## src/rtl/srt_pkg.sv

```systemverilog
package srt_pkg;

  typedef enum logic [1:0] {
    LANE_IDLE = 2'd0,
    LANE_DEC  = 2'd1,
    LANE_FIRE = 2'd2,
    LANE_SKIP = 2'd3
  } lane_act_e;

  // staggered reset value for a counter at position pos
  function automatic int unsigned init_count(int unsigned pos, int unsigned cnt_w);
    return pos % (32'd1 << cnt_w);
  endfunction

  // counter left after a visit that no access disturbs
  function automatic int unsigned visit_next(int unsigned cur, int unsigned cnt_max);
    return (cur == 0) ? cnt_max : cur - 1;
  endfunction

endpackage

```

## src/rtl/srt_step_timer.sv

```systemverilog
module srt_step_timer #(
  parameter int TICK_DIV = 4,
  parameter int POS_W    = 4
) (
  input  logic             clk,
  input  logic             rst_n,
  input  logic             tick_i,
  output logic             step_o,
  output logic [POS_W-1:0] pos_o
);
  localparam int DIV_W = (TICK_DIV > 1) ? $clog2(TICK_DIV) : 1;
  localparam logic [DIV_W-1:0] DIV_LAST = DIV_W'(TICK_DIV - 1);

  logic [DIV_W-1:0] div_q;

  assign step_o = tick_i && (div_q == DIV_LAST);

  always_ff @(posedge clk or negedge rst_n) begin
    if (!rst_n) begin
      div_q <= '0;
      pos_o <= '0;
    end else begin
      if (tick_i) begin
        div_q <= (div_q == DIV_LAST) ? '0 : div_q + 1'b1;
      end
      if (step_o) begin
        pos_o <= pos_o + 1'b1;
      end
    end
  end
endmodule

```

## src/rtl/srt_seg_lane.sv

```systemverilog
module srt_seg_lane
  import srt_pkg::*;
#(
  parameter int POS_W = 4,
  parameter int CNT_W = 2
) (
  input  logic             clk,
  input  logic             rst_n,
  input  logic             step_i,
  input  logic [POS_W-1:0] pos_i,
  input  logic             act_hit_i,
  input  logic [POS_W-1:0] act_pos_i,
  input  logic             pre_hit_i,
  input  logic [POS_W-1:0] pre_pos_i,
  output lane_act_e        action_o,
  output logic             req_valid_o,
  output logic [POS_W-1:0] req_pos_o
);
  localparam int ROWS = 1 << POS_W;
  localparam int unsigned CNT_MAX = (32'd1 << CNT_W) - 1;

  logic [CNT_W-1:0] cnt_q [ROWS];
  logic             visit_touched;
  logic             visit_zero;

  assign visit_touched = (act_hit_i && (act_pos_i == pos_i)) ||
                         (pre_hit_i && (pre_pos_i == pos_i));
  assign visit_zero    = (cnt_q[pos_i] == '0);

  always_comb begin
    if (!step_i)            action_o = LANE_IDLE;
    else if (visit_touched) action_o = LANE_SKIP;
    else if (visit_zero)    action_o = LANE_FIRE;
    else                    action_o = LANE_DEC;
  end

  always_ff @(posedge clk or negedge rst_n) begin
    if (!rst_n) begin
      for (int p = 0; p < ROWS; p++) begin
        cnt_q[p] <= CNT_W'(init_count(p, CNT_W));
      end
    end else begin
      for (int p = 0; p < ROWS; p++) begin
        if ((act_hit_i && (act_pos_i == POS_W'(p))) ||
            (pre_hit_i && (pre_pos_i == POS_W'(p)))) begin
          cnt_q[p] <= CNT_W'(CNT_MAX);
        end else if (step_i && (pos_i == POS_W'(p))) begin
          cnt_q[p] <= CNT_W'(visit_next(cnt_q[p], CNT_MAX));
        end
      end
    end
  end

  always_ff @(posedge clk or negedge rst_n) begin
    if (!rst_n) begin
      req_valid_o <= 1'b0;
      req_pos_o   <= '0;
    end else begin
      req_valid_o <= (action_o == LANE_FIRE);
      if (step_i) req_pos_o <= pos_i;
    end
  end
endmodule

```

## src/rtl/srt_refresh_tracker.sv

```systemverilog
module srt_refresh_tracker
  import srt_pkg::*;
#(
  parameter int BANK_W   = 1,
  parameter int SEG_W    = 3,
  parameter int POS_W    = 4,
  parameter int CNT_W    = 2,
  parameter int TICK_DIV = 4
) (
  input  logic                                   clk,
  input  logic                                   rst_n,
  input  logic                                   tick_i,
  input  logic                                   act_valid_i,
  input  logic [BANK_W-1:0]                      act_bank_i,
  input  logic [SEG_W+POS_W-BANK_W-1:0]          act_row_i,
  input  logic                                   pre_valid_i,
  input  logic [BANK_W-1:0]                      pre_bank_i,
  input  logic [SEG_W+POS_W-BANK_W-1:0]          pre_row_i,
  output logic [(1<<SEG_W)-1:0]                  ref_valid_o,
  output logic [(1<<SEG_W)*BANK_W-1:0]           ref_bank_o,
  output logic [(1<<SEG_W)*(SEG_W+POS_W-BANK_W)-1:0] ref_row_o
);
  localparam int NUM_SEG = 1 << SEG_W;
  localparam int FLAT_W  = SEG_W + POS_W;
  localparam int ROW_W   = FLAT_W - BANK_W;

  logic [FLAT_W-1:0]  act_flat, pre_flat;
  logic               step_w;
  logic [POS_W-1:0]   pos_w;
  logic [NUM_SEG-1:0] lane_skip;
  logic [NUM_SEG-1:0] lane_fire;

  assign act_flat = {act_bank_i, act_row_i};
  assign pre_flat = {pre_bank_i, pre_row_i};

  srt_step_timer #(.TICK_DIV(TICK_DIV), .POS_W(POS_W)) u_timer (
    .clk    (clk),
    .rst_n  (rst_n),
    .tick_i (tick_i),
    .step_o (step_w),
    .pos_o  (pos_w)
  );

  for (genvar s = 0; s < NUM_SEG; s++) begin : g_lane
    lane_act_e        action;
    logic             req_valid;
    logic [POS_W-1:0] req_pos;
    logic [FLAT_W-1:0] req_flat;

    srt_seg_lane #(.POS_W(POS_W), .CNT_W(CNT_W)) u_lane (
      .clk         (clk),
      .rst_n       (rst_n),
      .step_i      (step_w),
      .pos_i       (pos_w),
      .act_hit_i   (act_valid_i && (act_flat[SEG_W-1:0] == SEG_W'(s))),
      .act_pos_i   (act_flat[FLAT_W-1:SEG_W]),
      .pre_hit_i   (pre_valid_i && (pre_flat[SEG_W-1:0] == SEG_W'(s))),
      .pre_pos_i   (pre_flat[FLAT_W-1:SEG_W]),
      .action_o    (action),
      .req_valid_o (req_valid),
      .req_pos_o   (req_pos)
    );

    assign lane_skip[s] = (action == LANE_SKIP);
    assign lane_fire[s] = (action == LANE_FIRE);
    assign req_flat     = {req_pos, SEG_W'(s)};

    assign ref_valid_o[s]                    = req_valid;
    assign ref_bank_o[s*BANK_W +: BANK_W]    = req_flat[FLAT_W-1 -: BANK_W];
    assign ref_row_o[s*ROW_W +: ROW_W]       = req_flat[ROW_W-1:0];
  end
endmodule

```

## config.mk

```make
export PLATFORM = sky130hd
export DESIGN_NAME = srt_refresh_tracker
export DESIGN_NICKNAME = d
export VERILOG_FILES = /design/src/rtl/srt_pkg.sv /design/src/rtl/srt_step_timer.sv /design/src/rtl/srt_seg_lane.sv /design/src/rtl/srt_refresh_tracker.sv
export SDC_FILE = /design/constraint.sdc
export NUM_CORES = 1
export LEC_CHECK = 0
export BUFFER_PORTS_ARGS = -buffer_cell sky130_fd_sc_hd__clkbuf_2
export CORE_MARGIN = 2
export CORE_UTILIZATION = 56
export DETAILED_ROUTE_END_ITERATION = 6
export PLACE_DENSITY_LB_ADDON = 0.05
export SYNTH_ARGS = -nofsm -noshare
export SYNTH_HDL_FRONTEND = slang
export SYNTH_SLANG_ARGS = --single-unit
```

## constraint.sdc

```tcl
create_clock -name clk -period 4.1 [get_ports clk]
set_clock_uncertainty 0.1 [all_clocks]
set_input_delay 0.205 -clock clk [delete_from_list [all_inputs] [get_ports clk]]
set_output_delay 0.205 -clock clk [all_outputs]
set_load 0.01 [all_outputs]
```

-- Word-level counts from Yosys, hierarchy flattened
Cells that the tools add are included.
Widths: inputs -> output; s select.
- $add $sub $neg: 130
- equality and inequality tests: 70
- reduce and logical (&&, ||, !) cells: 710
- order comparisons: 1
- bitwise operators: 1
- multiplexer cells: 433
- operators with widths (cell ; number):
    $mux 2 ; 425
    $logic_and 1x1->1 ; 305
    $logic_not 2->1 ; 136
    $reduce_bool 2->1 ; 128
    $sub 2x1->2 const B ; 128
    $logic_or 1x1->1 ; 136
    $eq 4x4->1 const B ; 24
    $bmux 2 s4 ; 8
    $eq 4x3->1 const B ; 12
    $eq 3x3->1 const B ; 8
    $eq 4x2->1 const B ; 6
    $eq 2x2->1 const B ; 9
    $eq 3x2->1 const B ; 4
    $eq 4x1->1 const B ; 3
    $logic_not 4->1 ; 3
    $eq 4x4->1 ; 2
    $eq 3x1->1 const B ; 2
    $logic_not 3->1 ; 2
    $ge 5x5->1 const B ; 1
    $not 4->5 ; 1
    $add 4x1->4 const B ; 1
    $add 2x1->2 const B ; 1
- bits of input ports: 19
- register bits: 274
- word-level logic and storage cells: 1484
- output and inout bits: 64

-- Longest topological paths before layout
- depth after elaboration: 9
- mapped depth: 8
- mapped depth without buffers: 6

-- Modules after synthesis
From an unflattened synthesis, not the netlist that was laid out.
- cells, all modules: 2426
- area total of the unflattened synthesis: 20708.6 um^2
- by module, submodules not included (module ; times used ; seq. area each (um^2) ; area each (um^2) ; cells each):
    srt_seg_lane at g_lane[1].u_lane ... ; 7 ; 945.9 ; 2492.4 ; 295
    srt_seg_lane at g_lane[0].u_lane ; 1 ; 945.9 ; 2542.4 ; 292
    srt_refresh_tracker ; 1 ; 0.0 ; 440.4 ; 50
    srt_step_timer ; 1 ; 150.1 ; 279.0 ; 19

-- Worst setup path before layout
No wires, ideal clock.
- kind: register to register
- from: register u_timer.pos_o[1]
- to: register g_lane[5].u_lane.cnt_q[12] (netlist name)
- slack: 2108 ps
- cell stages (with the launch flop): 9
- setup time: 79 ps
- required time: 3921 ps
- arrival time: 1813 ps
- period minus slack after synthesis: 1992 ps
- path buffers: 2
- cells stage by stage: dfrtp_1 buf_2 inv_2 buf_2 ha_1 nand3_1 nor2_1 nor2_1 o21ai_0
- longest elaborated chain between the ends: 3
- RTL lines (item ; RTL line ; RTL):
    from (decl) ; srt_step_timer.sv:9 ; output logic [POS_W-1:0] pos_o
    from (signal assigned) ; srt_step_timer.sv:27 ; pos_o <= pos_o + 1'b1;
    $eq 4x4->1 ; srt_seg_lane.sv:47 ; end else if (step_i && (pos_i == POS_W'(p))) begin
    $logic_and 1x1->1 ; srt_seg_lane.sv:47 ;
    $reduce_bool 2->1 (no line) ; n/a ;
    to (signal, indexed assignment) ; srt_seg_lane.sv:40 ; cnt_q[p] <= CNT_W'(init_count(p, CNT_W));
    to (signal, indexed assignment) ; srt_seg_lane.sv:46 ; cnt_q[p] <= CNT_W'(CNT_MAX);
    to (signal, indexed assignment) ; srt_seg_lane.sv:48 ; cnt_q[p] <= CNT_W'(visit_next(cnt_q[p], CNT_MAX));
    to (decl) ; srt_seg_lane.sv:22 ; logic [CNT_W-1:0] cnt_q [ROWS];
Every way passes these cells.
A chain may end at the register's enable or synchronous reset.

-- Worst setup path after layout
- from: register u_timer.pos_o[0]
- to: register g_lane[5].u_lane.cnt_q[24] (netlist name)
- longest elaborated chain between the ends: 3
- RTL lines (item ; RTL line):
    $eq 4x2->1 ; srt_seg_lane.sv:47
    $logic_and 1x1->1 ; srt_seg_lane.sv:47
    $reduce_bool 2->1 (no line) ; n/a
Every way passes these cells.

==> impl_metrics.tcl <==
set metrics [dict create \
    status "finished clean" \
    final-hold-violation-count 0 \
    wire_per_inst_um 22.0 \
    cts_tree "yes" \
    totalWireLength_um 51600 \
    seq_area_frac_synth_pct 41.0 \
    hold_ws_ns 0.0292 \
    grt-busiest-layer "met2" \
    clkTransAtPathRegs_ns 0.06 \
    slew_violations 0 \
    first_global_vias 14000 \
    cpMaxStageDelayCell "dfrtp_2" \
    start_kind "flip-flop" \
    io_buffers 58 \
    ctsResizeCount 0 \
    coreArea_mm2 0.0303 \
    track_usage_pct 33.1 \
    synth_ff_type "dfrtp_1" \
    antenna_found_initial 0 \
    placementRows 64 \
    p_leak_nw 8.20 \
    grt_pass1_wl_um 79900 \
    ys.warnings.count 0 \
    die_area_mm2 0.0320 \
    clk_latency_ns 0.53 \
    root_buffer "clkbuf_16" \
    finalWorstSetupSlack_ns 0.970 \
    avgViaCountPerCell 6.19 \
    drive_above_1_share_pct 16.8 \
    globalplace.congestion 1.04 \
    min_path_type "in -> reg" \
    synth_edf_count 0 \
    setup_viol 0 \
    synth.distinct_cells 47 \
    path_common_cell "nor2_1" \
    cts_max_path_buffers 3 \
    power_density_mw_per_mm2 780 \
    areaGrowthSynthToFinish_pct 8.63 \
    use_met3_pct 6.68 \
    vias 14500 \
    dp_hpwl_um 36400 \
    nets 2078 \
    die_h_um 179 \
    crit_fanout 24 \
    start_util_pct 56.4 \
    syn_avg_cell_area_um2 8.98 \
    drc 0 \
    grt_use_met2_pct 51.2 \
    worstPathCellList "buf_4, ha_1, nand3_1, nor2_1, nor2_1, o21ai_0" \
    place_ws_ns 1.08 \
    gr-usage-met1_pct 44.8 \
    synth_area_leader_cell "dfrtp_1" \
    ys_ff_latch 274 \
    synthTopCellsByCount "inv_1 (257), nor2_1 (229), nor3_1 (163)" \
    overflow 0 \
    syn-instance-count 1906 \
    die_x_um 179 \
    synth-async-reset-ratio_pct 100 \
    worst_pin_slew_ns 1.16 \
    slew_headroom_pct 22.3 \
    cts_buffers 34 \
    ir_worst_vdd_uv 400 \
    cp.required_ns 4.44 \
    crit_arrival_ns 3.47 \
    synth_area_mm2 0.0171 \
    ios 83 \
    fmax_ghz 0.320 \
    synth.most_common_cell "inv_1" \
    post-route-min-period_ns 3.13 \
    fin_crit_sh_pct 76.3 \
    synth.area.top_cells "dfrtp_1 (21%), dfstp_2 (20%), ha_1 (9.7%), a22oi_1 (5.7%), o211ai_1 (5.7%)" \
    rsz0062_at_grt "no" \
    post-cts-setup-buffer-count 0 \
    fin_tns_setup_ns 0 \
    dr.pass1.iters 6 \
    end_kind "flip-flop" \
    cts.sinks 274 \
    ant_nets 0 \
    grt_max_degree 92 \
    crit_type "reg -> reg" \
    holdBufCountCts 1 \
    slowest_delay_ns 0.72 \
    cap_violations 0 \
    utilization_pct 61.3 \
    num_antenna_cells 0 \
    ctsHtreeMaxLevel 2 \
    synth_top_area_share_pct 21.3 \
    dr.first_iter.drc_count 1523 \
]
==> cells by family (layout without fill, tap and decap cells) <==
logic type,count (synthesis),in the layout,share of synthesized area (%)
xor+xnor,11,11,0.563
compound gates,436,436,17.4
mux,41,41,5.06
other cells,2,24,0.0439
simple gates,608,608,15.4
buf+inv,401,424,10.8
fa+ha+maj,133,133,9.72
flops,274,274,41.0
==> layer usage <==
layer / wire, um / part of all wire (%)
met1: 21600 / 42
met2: 23200 / 45
met3: 4440 / 8.6
met4: 2310 / 4.5
met5: 0 / 0
==> flip-flops by register name, indices dropped and copies added, names as in the netlist <==
name                       count
g_lane.u_lane.cnt_q          256
g_lane.u_lane.req_pos_o        4
g_lane.u_lane.req_valid_o      8
u_timer.div_q                  2
u_timer.pos_o                  4
==> metrics by stage <==
step / cells / total power (W) / cell area (um2)
floorplan: 1928 / 0.00976 / 17200
global placement: 2285 / 0.0112 / 17500
detailed placement: 2285 / 0.0115 / 17500
CTS: 2347 / 0.0145 / 18600
global route: 2347 / 0.0157 / 18600
finish: 2347 / 0.0145 / 18600
==> final cells by class <==
| type | count | area (um2) |
|---|---|---|
| Sequential cell | 274 | 7020 |
| Clock inverter | 5 | 53.8 |
| Fill cell | 2621 | 11800 |
| Clock buffer | 56 | 1020 |
| Multi-Input combinational cell | 1253 | 8360 |
| Inverter | 259 | 972 |
| Tap cell | 396 | 495 |
| Timing Repair Buffer | 104 | 661 |
==> where the power goes <==
group / internal, W / switching [W] / leakage, nW
logic: 0.00246 / 0.00347 / 4.54
registers: 0.00448 / 0.00114 / 3.13
clock network: 0.00177 / 0.00118 / 0.529
==> placed cells by master (no fill, tap or decap), types with 5 or more instances in the layout <==
master / n
a311o_1: 12
clkbuf_2: 57
mux4_2: 31
o221ai_1: 5
buf_4: 44
o211ai_1: 131
o21ai_0: 126
inv_1: 257
clkbuf_8: 7
nor4_1: 5
nand2b_1: 16
a31oi_1: 6
ha_1: 133
clkbuf_1: 14
xnor2_1: 11
a22oi_1: 131
conb_1: 24
nor2_1: 229
o21ai_1: 8
nand3_1: 22
nand2_1: 153
nor3_1: 159
dfrtp_1: 144
clkbuf_16: 35
dfstp_2: 128
==> final timing paths <==
path / startpoint / endpoint / slack [ns] / depth (start not counted)
min in group asynchronous: rst_n / g_lane[0].u_lane.cnt_q[23]$_DFFE_PN0P_ / 0.17 / 2
max: u_timer.pos_o[0]$_DFFE_PN0P_ / g_lane[5].u_lane.cnt_q[24]$_DFFE_PN1P_ / 0.97 / 6
max reg2reg: u_timer.pos_o[0]$_DFFE_PN0P_ / g_lane[5].u_lane.cnt_q[24]$_DFFE_PN1P_ / 0.97 / 6
max in group asynchronous: rst_n / g_lane[0].u_lane.cnt_q[11]$_DFFE_PN1P_ / 2.66 / 3
min reg2reg: g_lane[7].u_lane.cnt_q[27]$_DFFE_PN1P_ / g_lane[7].u_lane.cnt_q[27]$_DFFE_PN1P_ / 0.40 / 2
min: tick_i / u_timer.div_q[1]$_DFFE_PN0P_ / 0.03 / 2
==> critical path: cells and delay by family (launching register included) <==
kind	cells	cell delay, ns
AO/OA/AOI/OAI	1	0.23
adder cells (fa/ha/maj)	1	0.36
buffers and inverters	1	0.47
flip-flops	1	0.72
AND/OR/NAND/NOR	3	1.14
(Power assumes the default switching activity.)
